## config.mk

```make
export PLATFORM = sky130hd
export DESIGN_NAME = svm_seq7
export DESIGN_NICKNAME = d
export VERILOG_FILES = /design/src/rtl/svm_seq7_pkg.sv /design/src/rtl/svm_seq7_tick_ctr.sv /design/src/rtl/svm_seq7_param_buf.sv /design/src/rtl/svm_seq7_seg_decode.sv /design/src/rtl/svm_seq7.sv
export SDC_FILE = /design/constraint.sdc
export NUM_CORES = 1
export LEC_CHECK = 0
export BUFFER_PORTS_ARGS = -buffer_cell sky130_fd_sc_hd__buf_2
export CAP_MARGIN = 20
export CORE_UTILIZATION = 55
export DETAILED_ROUTE_END_ITERATION = 16
export PLACE_DENSITY = 0.73
export SYNTH_ARGS = -nofsm -noshare
export SYNTH_HDL_FRONTEND = slang
export SYNTH_SLANG_ARGS = --single-unit
```

## constraint.sdc

```tcl
create_clock -name clk -period 16.95 [get_ports clk]
set_input_delay 2.5425 -clock clk [delete_from_list [all_inputs] [get_ports clk]]
set_output_delay 2.5425 -clock clk [all_outputs]
set_load 0.05 [all_outputs]
```

## src/rtl/svm_seq7_pkg.sv

```systemverilog
package svm_seq7_pkg;

  localparam logic [1:0] LVL_N = 2'd0;
  localparam logic [1:0] LVL_O = 2'd1;
  localparam logic [1:0] LVL_P = 2'd2;

  localparam logic [5:0] VEC_ZERO_O = {LVL_O, LVL_O, LVL_O};

  // one level lower, saturating at N
  function automatic logic [1:0] lvl_down(input logic [1:0] lv);
    return (lv == LVL_P) ? LVL_O : LVL_N;
  endfunction

  function automatic logic [5:0] vec_down(input logic [5:0] v);
    return {lvl_down(v[5:4]), lvl_down(v[3:2]), lvl_down(v[1:0])};
  endfunction

  // length of segment k given the three dwell counts
  function automatic int unsigned seg_ticks(input int unsigned k,
                                            input int unsigned ts,
                                            input int unsigned ta,
                                            input int unsigned tb);
    int unsigned q;
    q = ts >> 2;
    case (k)
      0, 6:    return q;
      1:       return ta >> 1;
      2:       return tb >> 1;
      3:       return ts - (q << 1);
      4:       return tb - (tb >> 1);
      default: return ta - (ta >> 1);
    endcase
  endfunction

  // vector applied during segment seg
  function automatic logic [5:0] pick_vec(input logic [2:0] seg,
                                          input logic [5:0] sp,
                                          input logic [5:0] la,
                                          input logic [5:0] lb,
                                          input logic       op);
    logic [5:0] sn;
    sn = vec_down(sp);
    case (seg)
      3'd0, 3'd6: return op ? sp : sn;
      3'd1, 3'd5: return la;
      3'd2, 3'd4: return lb;
      default:    return op ? sn : sp;
    endcase
  endfunction

endpackage

```

## src/rtl/svm_seq7_tick_ctr.sv

```systemverilog
module svm_seq7_tick_ctr #(
  parameter int PERIOD_TICKS = 2000,
  localparam int CNT_W = $clog2(PERIOD_TICKS)
) (
  input  logic             clk,
  input  logic             rst_n,
  output logic [CNT_W-1:0] tick,
  output logic             first_tick,
  output logic             last_tick
);

  localparam logic [CNT_W-1:0] LAST = CNT_W'(PERIOD_TICKS - 1);

  logic [CNT_W-1:0] tick_q;

  always_ff @(posedge clk or negedge rst_n) begin
    if (!rst_n)
      tick_q <= '0;
    else if (tick_q == LAST)
      tick_q <= '0;
    else
      tick_q <= tick_q + 1'b1;
  end

  assign tick       = tick_q;
  assign first_tick = (tick_q == '0);
  assign last_tick  = (tick_q == LAST);

endmodule

```

## src/rtl/svm_seq7_param_buf.sv

```systemverilog
module svm_seq7_param_buf #(
  parameter int             W       = 8,
  parameter logic [W-1:0]   RST_VAL = '0
) (
  input  logic         clk,
  input  logic         rst_n,
  input  logic         load,
  input  logic [W-1:0] din,
  input  logic         swap,
  output logic [W-1:0] active
);

  logic [W-1:0] shadow_q;
  logic [W-1:0] active_q;
  logic [W-1:0] next_set;

  // a load on the swap tick goes straight through
  assign next_set = load ? din : shadow_q;

  always_ff @(posedge clk or negedge rst_n) begin
    if (!rst_n) begin
      shadow_q <= RST_VAL;
      active_q <= RST_VAL;
    end else begin
      shadow_q <= next_set;
      if (swap)
        active_q <= next_set;
    end
  end

  assign active = active_q;

endmodule

```

## src/rtl/svm_seq7_seg_decode.sv

```systemverilog
module svm_seq7_seg_decode
  import svm_seq7_pkg::*;
#(
  parameter int DWELL_W = 12,
  parameter int CNT_W   = 11,
  localparam int SUM_W  = DWELL_W + 3,
  localparam int CMP_W  = (SUM_W > CNT_W) ? SUM_W : CNT_W
) (
  input  logic [CNT_W-1:0]   tick,
  input  logic [5:0]         sp,
  input  logic [5:0]         la,
  input  logic [5:0]         lb,
  input  logic               op,
  input  logic [DWELL_W-1:0] ts,
  input  logic [DWELL_W-1:0] ta,
  input  logic [DWELL_W-1:0] tb,
  output logic [2:0]         seg,
  output logic [5:0]         vec
);

  logic [SUM_W-1:0] len [7];
  logic [SUM_W-1:0] edge_end [7];
  logic [6:0]       hit;

  for (genvar k = 0; k < 7; k++) begin : g_seg
    assign len[k] = SUM_W'(seg_ticks(k, 32'(ts), 32'(ta), 32'(tb)));
    if (k == 0) begin : g_first
      assign edge_end[k] = len[k];
    end else begin : g_next
      assign edge_end[k] = edge_end[k-1] + len[k];
    end
    assign hit[k] = CMP_W'(tick) < CMP_W'(edge_end[k]);
  end

  // earliest segment whose end lies beyond the tick; 6 when none
  always_comb begin
    seg = 3'd6;
    for (int k = 6; k >= 0; k--)
      if (hit[k]) seg = 3'(k);
  end

  assign vec = pick_vec(seg, sp, la, lb, op);

endmodule

```

## src/rtl/svm_seq7.sv

```systemverilog
module svm_seq7
  import svm_seq7_pkg::*;
#(
  parameter int PERIOD_TICKS = 2000,
  parameter int DWELL_W      = 12,
  localparam int CNT_W       = $clog2(PERIOD_TICKS),
  localparam int CFG_W       = 19 + 3 * DWELL_W
) (
  input  logic               clk,
  input  logic               rst_n,
  input  logic               load,
  input  logic [5:0]         small_p,
  input  logic [5:0]         large_a,
  input  logic [5:0]         large_b,
  input  logic               outer_p,
  input  logic [DWELL_W-1:0] dwell_s,
  input  logic [DWELL_W-1:0] dwell_a,
  input  logic [DWELL_W-1:0] dwell_b,
  output logic [1:0]         phase_a,
  output logic [1:0]         phase_b,
  output logic [1:0]         phase_c,
  output logic [2:0]         seg_idx,
  output logic               period_start
);

  localparam logic [CFG_W-1:0] CFG_RST =
    {VEC_ZERO_O, VEC_ZERO_O, VEC_ZERO_O, 1'b1, {(3 * DWELL_W){1'b0}}};

  logic [CNT_W-1:0]   tick;
  logic               first_tick;
  logic               last_tick;
  logic [CFG_W-1:0]   cfg_in;
  logic [CFG_W-1:0]   act_cfg;
  logic [5:0]         a_sp, a_la, a_lb;
  logic               a_op;
  logic [DWELL_W-1:0] a_ts, a_ta, a_tb;
  logic [5:0]         cur_vec;

  svm_seq7_tick_ctr #(.PERIOD_TICKS(PERIOD_TICKS)) tick_i (
    .clk        (clk),
    .rst_n      (rst_n),
    .tick       (tick),
    .first_tick (first_tick),
    .last_tick  (last_tick)
  );

  assign cfg_in = {small_p, large_a, large_b, outer_p, dwell_s, dwell_a, dwell_b};

  svm_seq7_param_buf #(.W(CFG_W), .RST_VAL(CFG_RST)) buf_i (
    .clk    (clk),
    .rst_n  (rst_n),
    .load   (load),
    .din    (cfg_in),
    .swap   (last_tick),
    .active (act_cfg)
  );

  assign {a_sp, a_la, a_lb, a_op, a_ts, a_ta, a_tb} = act_cfg;

  svm_seq7_seg_decode #(.DWELL_W(DWELL_W), .CNT_W(CNT_W)) dec_i (
    .tick (tick),
    .sp   (a_sp),
    .la   (a_la),
    .lb   (a_lb),
    .op   (a_op),
    .ts   (a_ts),
    .ta   (a_ta),
    .tb   (a_tb),
    .seg  (seg_idx),
    .vec  (cur_vec)
  );

  assign phase_a      = cur_vec[5:4];
  assign phase_b      = cur_vec[3:2];
  assign phase_c      = cur_vec[1:0];
  assign period_start = first_tick;

endmodule

```

==> qor.txt, run 1 <==
Synth warn: 0
Fraction of layout cells with a size suffix above 1: 19.01%
Placement Cell Area: 11590 sq um
Total grt overflow: 0
Commonest non-fill, non-tap cell in the layout: ha_1
Max stage delay cell, worst path: dfrtp_1
Core Rows: 51
Worst-Skew Late Latency: 0.44 ns
Count of flip-flops with a built-in enable after synthesis: 0
WP data required: 14.41 ns
H-tree levels: 4
Static leakage: 6.078 nW
Non-filler instance count after layout: 1512
CP Launch Type: register
CTS Buffer Depth: 2
1st-pass router iterations: 5
Gr usage total: 27.65%
Asr flop ratio synth: 100.0%
Setup violators final: 0
Post-CTS sizing: 0
Fin area: 12220 sq um
Core area: 19530 sq um
CTS tree: yes
Worst clock skew: 0.01634 ns
Initial antenna violation count: 0
Worst hold slack: 0.4929 ns
Largest family of logic cells by synthesized area: adder cells
Power per standard cell area: 57.84 nW/um^2
Register area: 3053 sq um
Register area share after synthesis: 27.74%
Nets@finish: 1458
Syn Std Cell Area: 11010 sq um
Fraction of the mapped netlist area in simple logic gates: 11.63%
DRC: 0
Max frequency: 83.13 MHz
Pint: 519.2 uW
Comb pwr share: 4.7%
Seq cells post-synth: 121
P&R area growth vs syn: 11.02%
IO Pins: 68
Starting Density: 56.36%
GPL Wtd Cong: 0.9150
Critical Path End Type: primary output
Largest net degree at the start of global routing: 76
GRT met2 Usage: 44.94%
Synth unique cells: 91
Busiest grt layer: met2
Vias per cell: 5.841
RSZ-0062 raised after global routing: false
Primary FF master, synth: dfrtp_1
Portion of netlist area occupied by mux cells: 9.834%
Slew Viols, Final: 0
Seq pwr share: 43.4%
Root Buffer Master: clkbuf_16
Final setup margin: 4.921 ns
Most frequent cells in the layout: 158 x ha_1, 113 x inv_1, 101 x dfrtp_1
Placed cell count: 1479
Setup WS pre-CTS: 5.476 ns
Max FO, Critical Path: 9
Slew headroom: 38.18%
Vias: 8832
Post-route setup TNS: 0 ns
DIE HEIGHT: 143.5 microns
First-pass GRT wire length: 43.68 mm
CP max stage delay: 0.45 ns
Met3 usage: 4.065%
Slew @ Worst Pin: 0.9273 ns
Synth Area in Compound Gates: 18.71%
Worst-path clk slew: 0.06 ns
Avg Inst Size Synth: 9.431 sq um
Wire length per cell: 17.55 microns
Fin crit share: 70.97%
N_diodes: 0
Hold depth: 1
Sw Pwr: 187.5 uW
Arrival time worst endpoint: 9.49 ns
R2R cell count: 6
DIE AREA: 20580 sq um
Worst Hold Class: register to register
CTS Sinks: 121
Syn Inst Count: 1167
TritonCTS Buffers: 17
Hold buffers post-CTS: 0
Fin crit period: 12.03 ns
Area of the multi-input gates: 7415 sq um
Switching Share: 26.54%
DRT iter0 DRCs: 473
Met1 usage: 36.87%
Final HPWL DP: 20.50 mm
Maximum Capacitance Violations: 0
Syn Nets: 1391
Peak supply drop: 65.72 uV
Status: finished clean
Fillers: 1643
XOR/XNOR Fraction of Synth Area: 7.526%
Post-Synth Adder-Cell Area: 19.60%
Post-CTS Setup Bufs: 0
CP dominant cell by count: ha_1
Count of input and output buffers: 67
Clock power frac: 51.9%
Die extent in x: 143.5 microns
CP Class: register to primary output
Number of global-route vias before repair: 8872
Final ANT Viol Nets: 0
Final wirelength: 26.54 mm
Final Hold Viols: 0
Yosys cell counts (4+ instances only):
library cell | instances | area [sq um]
o21ai_1 | 5 | 25.02
a21oi_1 | 63 | 315.3
xor2_1 | 25 | 219.0
o41ai_1 | 4 | 35.03
ha_1 | 158 | 1977
a211oi_1 | 7 | 52.55
xnor2_1 | 59 | 516.8
nor4_1 | 4 | 25.02
dfrtp_1 | 101 | 2527
a31oi_1 | 13 | 81.33
clkbuf_1 | 18 | 67.56
a21o_1 | 48 | 360.4
nand3_1 | 19 | 95.09
o2111ai_1 | 4 | 35.03
or2_2 | 5 | 31.28
inv_1 | 113 | 424.2
and3_1 | 8 | 50.05
mux2_2 | 80 | 900.9
mux2i_1 | 17 | 170.2
o211ai_1 | 5 | 37.54
a311oi_1 | 4 | 35.03
nand2_1 | 70 | 262.8
fa_1 | 8 | 160.2
nand4_1 | 7 | 43.79
nor2_1 | 59 | 221.5
o21ai_0 | 72 | 360.4
nand2b_1 | 16 | 100.1
or3_1 | 7 | 43.79
a2111oi_0 | 5 | 43.79
dfstp_2 | 20 | 525.5
and2_1 | 5 | 31.28
o21bai_1 | 13 | 97.59
nor3_1 | 13 | 65.06
nor2b_1 | 18 | 112.6
o21a_1 | 17 | 127.6
routing by layer:
metal | vias up | wire (microns)
met5 | - | 0
met4 | 0 | 782
met3 | 61 | 1181
met2 | 252 | 12130
met1 | 4212 | 12440
li1 | 4307 | -
cell families after synthesis:
logic type | Yosys count
mux | 98
simple gates | 254
xor+xnor | 88
compound gates | 300
buf+inv | 138
fa+ha+maj | 168
flops | 121
area by class of cell:
class                   count  area share, %
inverters                 114          3.502
clock inverters            15          1.454
multi-input cells         908          60.69
repair buffers             72          3.175
flip-flops and latches    121          24.99
clock buffers              17          3.482
well taps                 265          2.714
through the flow:
step / util, % / total power [mW]
final: 62.57 / 0.7067
after detailed placement: 59.38 / 0.3461
after floorplan: - / 0.3292
after global placement: 59.34 / 0.3444
after CTS: 62.47 / 0.7133
after global routing: 62.57 / 0.7298
critical path: cells and delay by family, from the launching register on:
kind	cells	cell delay [ns]
compound gates	17	3.20
fa+ha+maj	6	2.14
simple gates	9	1.41
mux	4	0.93
buf+inv	3	0.53
flops	1	0.45
xor+xnor	2	0.37
state kept, by name, summed over array words and instances (netlist names):
| name | flops |
|---|---|
| buf_i.active | 55 |
| buf_i.shadow_q | 55 |
| tick_i.tick | 11 |
worst paths after layout:
kind	startpoint	endpoint	slack, ns
max in group asynchronous	rst_n	buf_i.active[22]$_DFFE_PN0N_	13.47
max reg2reg	tick_i.tick[1]$_DFF_PN0_	buf_i.active[38]$_DFFE_PN0N_	14.27
min reg2reg	buf_i.shadow_q[6]$_DFF_PN0_	buf_i.shadow_q[6]$_DFF_PN0_	0.49
max	buf_i.active[13]$_DFFE_PN0N_	phase_c[0]	4.92
min	buf_i.shadow_q[6]$_DFF_PN0_	buf_i.shadow_q[6]$_DFF_PN0_	0.49
min in group asynchronous	rst_n	buf_i.shadow_q[0]$_DFF_PN0_	2.13
power by group through the flow:
stage / registers [mW] / logic (mW) / clock network (mW)
after detailed placement: 0.312 / 0.0341 / 0
after global placement: 0.311 / 0.0331 / 0
after CTS: 0.307 / 0.0343 / 0.372
final: 0.306 / 0.0334 / 0.367
after floorplan: 0.311 / 0.0185 / 0
after global routing: 0.308 / 0.0377 / 0.384
No activity file was read; power rests on OpenSTA's default activity.
==> run 2: changes to the inputs <==
Settings changed: PLACE_DENSITY 0.73 to 0.76.
Clock period 16.95 ns to 11.06 ns, I/O delays scaled along.
==> qor.txt, run 2 (synthesis results as in run 1) <==
First-pass GRT wire length: 43.96 mm (+0.63%)
Core area: 19530 sq um (unchanged)
Maximum Capacitance Violations: 0 (unchanged)
Reg2Reg Setup Slack: 7.84 ns (-6.43 ns)
Root Buffer Master: clkbuf_16
Starting Density: 56.36% (unchanged)
Final ANT Viol Nets: 0 (unchanged)
Fillers: 1632 (-0.67%)
Max frequency: 95.29 MHz
Status: finished clean
IO Pins: 68 (unchanged)
Worst clock skew: 0.01172 ns (-0.004628 ns)
Wire length per cell: 17.95 microns (+2.3%)
Commonest non-fill, non-tap cell in the layout: ha_1
Fin crit period: 10.49 ns
Static leakage: 6.097 nW (+0.30%)
Post-layout util: 63.04% (+0.47 points)
CTS tree: yes
Max FO, Critical Path: 9 (unchanged)
Core Rows: 51 (unchanged)
1st-pass router iterations: 5 (unchanged)
Worst hold slack: 0.4946 ns (+0.001756 ns)
Slew headroom: 27.07% (-11 points)
Peak supply drop: 110.7 uV (+68%)
Total power: 1.122 mW (+59%)
CP Class: register to primary output
Total grt overflow: 0 (unchanged)
Final HPWL DP: 20.62 mm (+0.54%)
DRT iter0 DRCs: 641 (+36%)
Vias: 8938 (+1.2%)
Nets@finish: 1461 (+0.21%)
Max stage delay cell, worst path: dfrtp_1
Gr usage total: 28.03% (+0.38 points)
Fraction of layout cells with a size suffix above 1: 20.08% (+1.1 points)
Largest net degree at the start of global routing: 75 (-1.3%)
DIE HEIGHT: 143.5 microns (unchanged)
Critical Path End Type: primary output
N_diodes: 0 (unchanged)
DRC: 0 (unchanged)
CP dominant cell by count: ha_1
Fin crit share: 94.88%
TritonCTS Buffers: 17 (unchanged)
Number of global-route vias before repair: 8829 (-0.48%)
WP data required: 9.40 ns (-5.01 ns)
Hold buffers post-CTS: 0 (unchanged)
Initial antenna violation count: 0 (unchanged)
Count of input and output buffers: 67 (unchanged)
Setup violators final: 0 (unchanged)
CP max stage delay: 0.45 ns (about the same)
Final Hold Viols: 0 (unchanged)
GPL Wtd Cong: 0.8717 (-4.7%)
Final setup margin: 0.5662 ns (-4.355 ns)
P&R area growth vs syn: 11.85%
Arrival time worst endpoint: 8.83 ns (-0.66 ns)
Most frequent cells in the layout: 156 x ha_1, 112 x inv_1, 101 x dfrtp_1
Setup WS pre-CTS: 0.5022 ns (-4.973 ns)
Vias per cell: 5.900 (+1.0%)
Slew Viols, Final: 0 (unchanged)
Slew @ Worst Pin: 1.080 ns (+0.1525 ns)
H-tree levels: 4 (unchanged)
Final wirelength: 27.19 mm (+2.5%)
Worst-Skew Late Latency: 0.44 ns (about the same)
CTS Sinks: 121 (unchanged)
Worst-path clk slew: 0.06 ns (about the same)
CP Launch Type: register
CTS Buffer Depth: 2 (unchanged)
Die extent in x: 143.5 microns (unchanged)
Power per standard cell area: 91.13 nW/um^2 (+58%)
DIE AREA: 20580 sq um (unchanged)
Worst Hold Class: register to register
-- run 2: through the flow --
step | std cells | area (sq um) | TNS, ns
finish | 1515 | 12310 | 0
global route | 1515 | 12310 | -0.08195
CTS | 1511 | 12220 | 0
detailed placement | 1479 | 11590 | 0
global placement | 1479 | 11590 | 0
floorplan | 1167 | 11010 | 0
-- run 2: cell type report --
class	count	area [sq um]	area share (%)
multi-input combinational	908	7468	60.67
clock inverter	15	198.9	1.616
tap	265	331.6	2.694
inverter	114	427.9	3.476
sequential	121	3053	24.80
timing repair buffer	75	404.1	3.283
clock buffer	17	425.4	3.456
-- run 2: metal layers --
metal,track usage [%],up-vias,share of wire (%),wire [microns]
li1,-,4310,-,-
met1,37.63,4339,46,12460
met2,46.47,243,47,12820
met3,4.465,46,5.1,1391
met4,8.007,0,1.9,520
met5,0,-,0,0
-- run 2: timing repair --
action | CTS | global route
setup endpoints to repair | 0 | 8
gates resized for setup | 0 | 16
buffers inserted | 0 | 4
-- run 2: report_power, final --
| group | internal, mW | switching, mW | total (mW) |
|---|---|---|---|
| combinational | 0.0261 | 0.0261 | 0.0522 |
| sequential | 0.465 | 0.00497 | 0.470 |
| clock | 0.346 | 0.254 | 0.599 |
-- run 2: worst paths after layout --
path                                               from                           end  cells after the start
max                        buf_i.active[13]$_DFFE_PN0N_                    phase_c[0]                     42
max in group asynchronous                         rst_n   buf_i.active[5]$_DFFE_PN0N_                      2
max reg2reg                    tick_i.tick[1]$_DFF_PN0_  buf_i.active[43]$_DFFE_PN1N_                      6
min in group asynchronous                         rst_n  buf_i.shadow_q[38]$_DFF_PN0_                      1
min                         buf_i.shadow_q[0]$_DFF_PN0_   buf_i.shadow_q[0]$_DFF_PN0_                      1
min reg2reg                 buf_i.shadow_q[0]$_DFF_PN0_   buf_i.shadow_q[0]$_DFF_PN0_                      1
-- run 2: worst max-delay path, delay by kind of cell (launching register included) --
family	cells	cell delay (ns)
AOI/OAI and AO/OA	17	2.87
xor gates and xnor gates	2	0.36
adders and majority gates	6	2.01
buffers and inverters	2	0.29
DFF	1	0.45
muxes	4	0.92
and+or+nand+nor	11	1.48
==> run 3: changes to the inputs <==
Settings changed: SYNTH_HIERARCHICAL from default to 1.
==> qor.txt, run 3 <==
Status: finished clean
Total grt overflow: 0 (unchanged)
Top layer reached by signal wires: met4
Worst-path clk slew: 0.06 ns (about the same)
Die extent in x: 146.9 microns (+2.4%)
Final ANT Viol Nets: 0 (unchanged)
Final Hold Viols: 0 (unchanged)
Met1 wire length: 12.13 mm (-2.7%)
CTS Sinks: 121 (unchanged)
Worst-Skew Late Latency: 0.42 ns (-0.02 ns)
Reg2Reg Setup Slack: 8.08 ns (+0.24 ns)
Max frequency: 95.09 MHz (-0.21%)
Largest net degree at the start of global routing: 63 (-16%)
Power per standard cell area: 87.93 nW/um^2 (-3.5%)
Slew Viols, Final: 0 (unchanged)
Total power: 1.126 mW (+0.38%)
Post-synth top area share: 21.89% (-1.1 points)
Fillers: 1660 (+1.7%)
Slew @ Worst Pin: 1.012 ns (-0.06821 ns)
Vias per cell: 5.833 (-1.1%)
N_diodes: 0 (unchanged)
Core Rows: 52 (+2.0%)
Synth unique cells: 93 (+2.2%)
Synth top cells by count: 161 x ha_1, 109 x inv_1, 101 x dfrtp_1, 100 x mux2_4, 76 x a21oi_1
Ranking of synthesized cells by area: dfrtp_1 22%, ha_1 17%, mux2_4 13%
Reg2reg start: tick_i/tick[10]$_DFF_PN0_
Fin crit share: 95.08% (+0.20 points)
Area of the multi-input gates: 7925 sq um (+6.1%)
Critical Path End Type: primary output
Fraction of layout cells with a size suffix above 1: 23.75% (+3.7 points)
Setup violators final: 0 (unchanged)
Most frequent cells in the layout: 160 x ha_1, 109 x inv_1, 100 x mux2_4
Asr flop ratio synth: 100.0% (unchanged)
Setup WS pre-CTS: 0.4730 ns (-0.02922 ns)
H-tree levels: 4 (unchanged)
DIE AREA: 21570 sq um (+4.8%)
Commonest non-fill, non-tap cell in the layout: ha_1
CP Class: register to primary output
Count of input and output buffers: 67 (unchanged)
Wire length per cell: 17.66 microns (-1.6%)
CTS tree: yes
Synth warn: 6 (+6)
Gr usage total: 25.50% (-2.5 points)
Static leakage: 6.134 nW (+0.61%)
Post-layout util: 62.68% (-0.36 points)
Hold depth: 1 (unchanged)
Count of flip-flops with a built-in enable after synthesis: 0 (unchanged)
TritonCTS Buffers: 17 (unchanged)
WP data required: 9.40 ns (about the same)
Number of global-route vias before repair: 8686 (-1.6%)
GPL Wtd Cong: 0.9004 (+3.3%)
Nets@finish: 1456 (-0.34%)
Primary FF master, synth: dfrtp_1
Hold path start: buf_i/shadow_q[33]$_DFF_PN0_
Cell accounting for the most synthesized area: dfrtp_1
Vias: 8820 (-1.3%)
1st-pass router iterations: 5 (unchanged)
CP Launch Type: register
Max FO, Critical Path: 7 (-2)
R2R cell count: 4 (-2)
Starting Density: 56.50% (+0.14 points)
Most numerous cell in the Yosys netlist: ha_1
CP dominant cell by count: a21oi_2
DIE HEIGHT: 146.9 microns (+2.4%)
Syn Nets: 1376 (-1.1%)
Initial antenna violation count: 0 (unchanged)
Syn Std Cell Area: 11540 sq um (+4.9%)
Final setup margin: 0.5439 ns (-0.02229 ns)
Root Buffer Master: clkbuf_16
Worst Hold Class: register to register
Final HPWL DP: 19.90 mm (-3.5%)
Final wirelength: 26.70 mm (-1.8%)
Maximum Capacitance Violations: 0 (unchanged)
Max stage delay cell, worst path: or4_1
P&R area growth vs syn: 10.94%
Register area share after synthesis: 26.45% (-1.3 points)
Met3 routed WL: 1.246 mm (-10%)
Core area: 20430 sq um (+4.6%)
Worst clock skew: 0.01428 ns (+0.002559 ns)
Syn Inst Count: 1149 (-1.5%)
CP max stage delay: 0.51 ns (+0.06 ns)
DRT iter0 DRCs: 489 (-24%)
Seq cells post-synth: 121 (unchanged)
Register area: 3055 sq um (about the same)
Wire length on met2: 12.45 mm (-2.8%)
Fin crit period: 10.52 ns (+0.02229 ns)
Hold Crit Endpoint: buf_i/shadow_q[33]$_DFF_PN0_
Reg-to-reg endpoint: buf_i/active[52]$_DFFE_PN0P_
Avg Inst Size Synth: 10.05 sq um (+6.5%)
Slew headroom: 32.56% (+5.5 points)
Arrival time worst endpoint: 8.86 ns (+0.03 ns)
DRC: 0 (unchanged)
CTS Buffer Depth: 2 (unchanged)
First-pass GRT wire length: 43.28 mm (-1.6%)
IO Pins: 68 (unchanged)
Peak supply drop: 110.4 uV (-0.25%)
[run 3: cells by family after synthesis]
logic type	count (synthesis)	share of synthesized area [%]
DFF	121	26.45
adders and majority gates	169	18.84
AOI/OAI and AO/OA	282	16.83
muxes	115	14.42
buffers and inverters	128	5.289
and+or+nand+nor	255	12.05
xor gates and xnor gates	79	6.124
[run 3: power by group]
group          switching (mW)  total [mW]  internal (mW)
combinational          0.0289      0.0667         0.0378
sequential            0.00639       0.472          0.466
clock                   0.227       0.587          0.360
total                   0.263        1.13          0.863
[run 3: cell type report]
class                      instances  area share [%]
tap                              270           2.638
timing repair buffer              78           3.586
multi-input combinational        900           61.89
inverter                         111           3.263
clock buffer                      18           3.351
sequential                       121           23.86
clock inverter                    14           1.417
[run 3: per-stage QoR]
| stage | hold slack (ns) | cell area, sq um | std cells | TNS (ns) |
|---|---|---|---|---|
| after floorplan | 0.4679 | 11540 | 1149 | 0 |
| after global placement | 0.4765 | 12040 | 1471 | 0 |
| after detailed placement | 0.4801 | 12040 | 1471 | 0 |
| after CTS | 0.4982 | 12660 | 1503 | 0 |
| after global routing | 0.5093 | 12810 | 1512 | -0.1519 |
| final | 0.4952 | 12810 | 1512 | 0 |
[run 3: repair_timing]
| item | 4_1_cts | 5_1_grt |
|---|---|---|
| endpoints found under the hold margin | 0 | 0 |
| endpoints found under the setup margin | 2 | 8 |
| hold buffers | 0 | 0 |
| setup buffers | 0 | 9 |
| gates resized for setup | 1 | 26 |
| pin swaps | 0 | 7 |
[run 3: worst max path at each step]
stage	startpoint	end	slack, ns	depth (start not counted)
global placement	buf_i/active[26]$_DFFE_PN0P_	phase_a[0]	0.72	38
finish	buf_i/active[26]$_DFFE_PN0P_	phase_a[0]	0.54	38
global route	buf_i/active[26]$_DFFE_PN0P_	phase_a[1]	-0.04	38
floorplan	buf_i/active[26]$_DFFE_PN0P_	phase_c[0]	1.08	36
CTS	buf_i/active[26]$_DFFE_PN0P_	phase_a[0]	0.1	38
detailed placement	buf_i/active[26]$_DFFE_PN0P_	phase_a[0]	0.47	38
[run 3: worst max-delay path, delay by kind of cell (launching register included)]
kind                       cells  cell delay [ns]
xor gates and xnor gates       3             0.42
buffers and inverters          2             0.29
DFF                            1             0.46
AOI/OAI and AO/OA             17             3.10
and+or+nand+nor               10             2.24
adders and majority gates      6             1.88
[run 3: layer usage]
layer	up-vias	track usage (%)
li1	4318	-
met1	4235	33.02
met2	220	42.23
met3	47	3.975
met4	0	10.99
met5	-	0
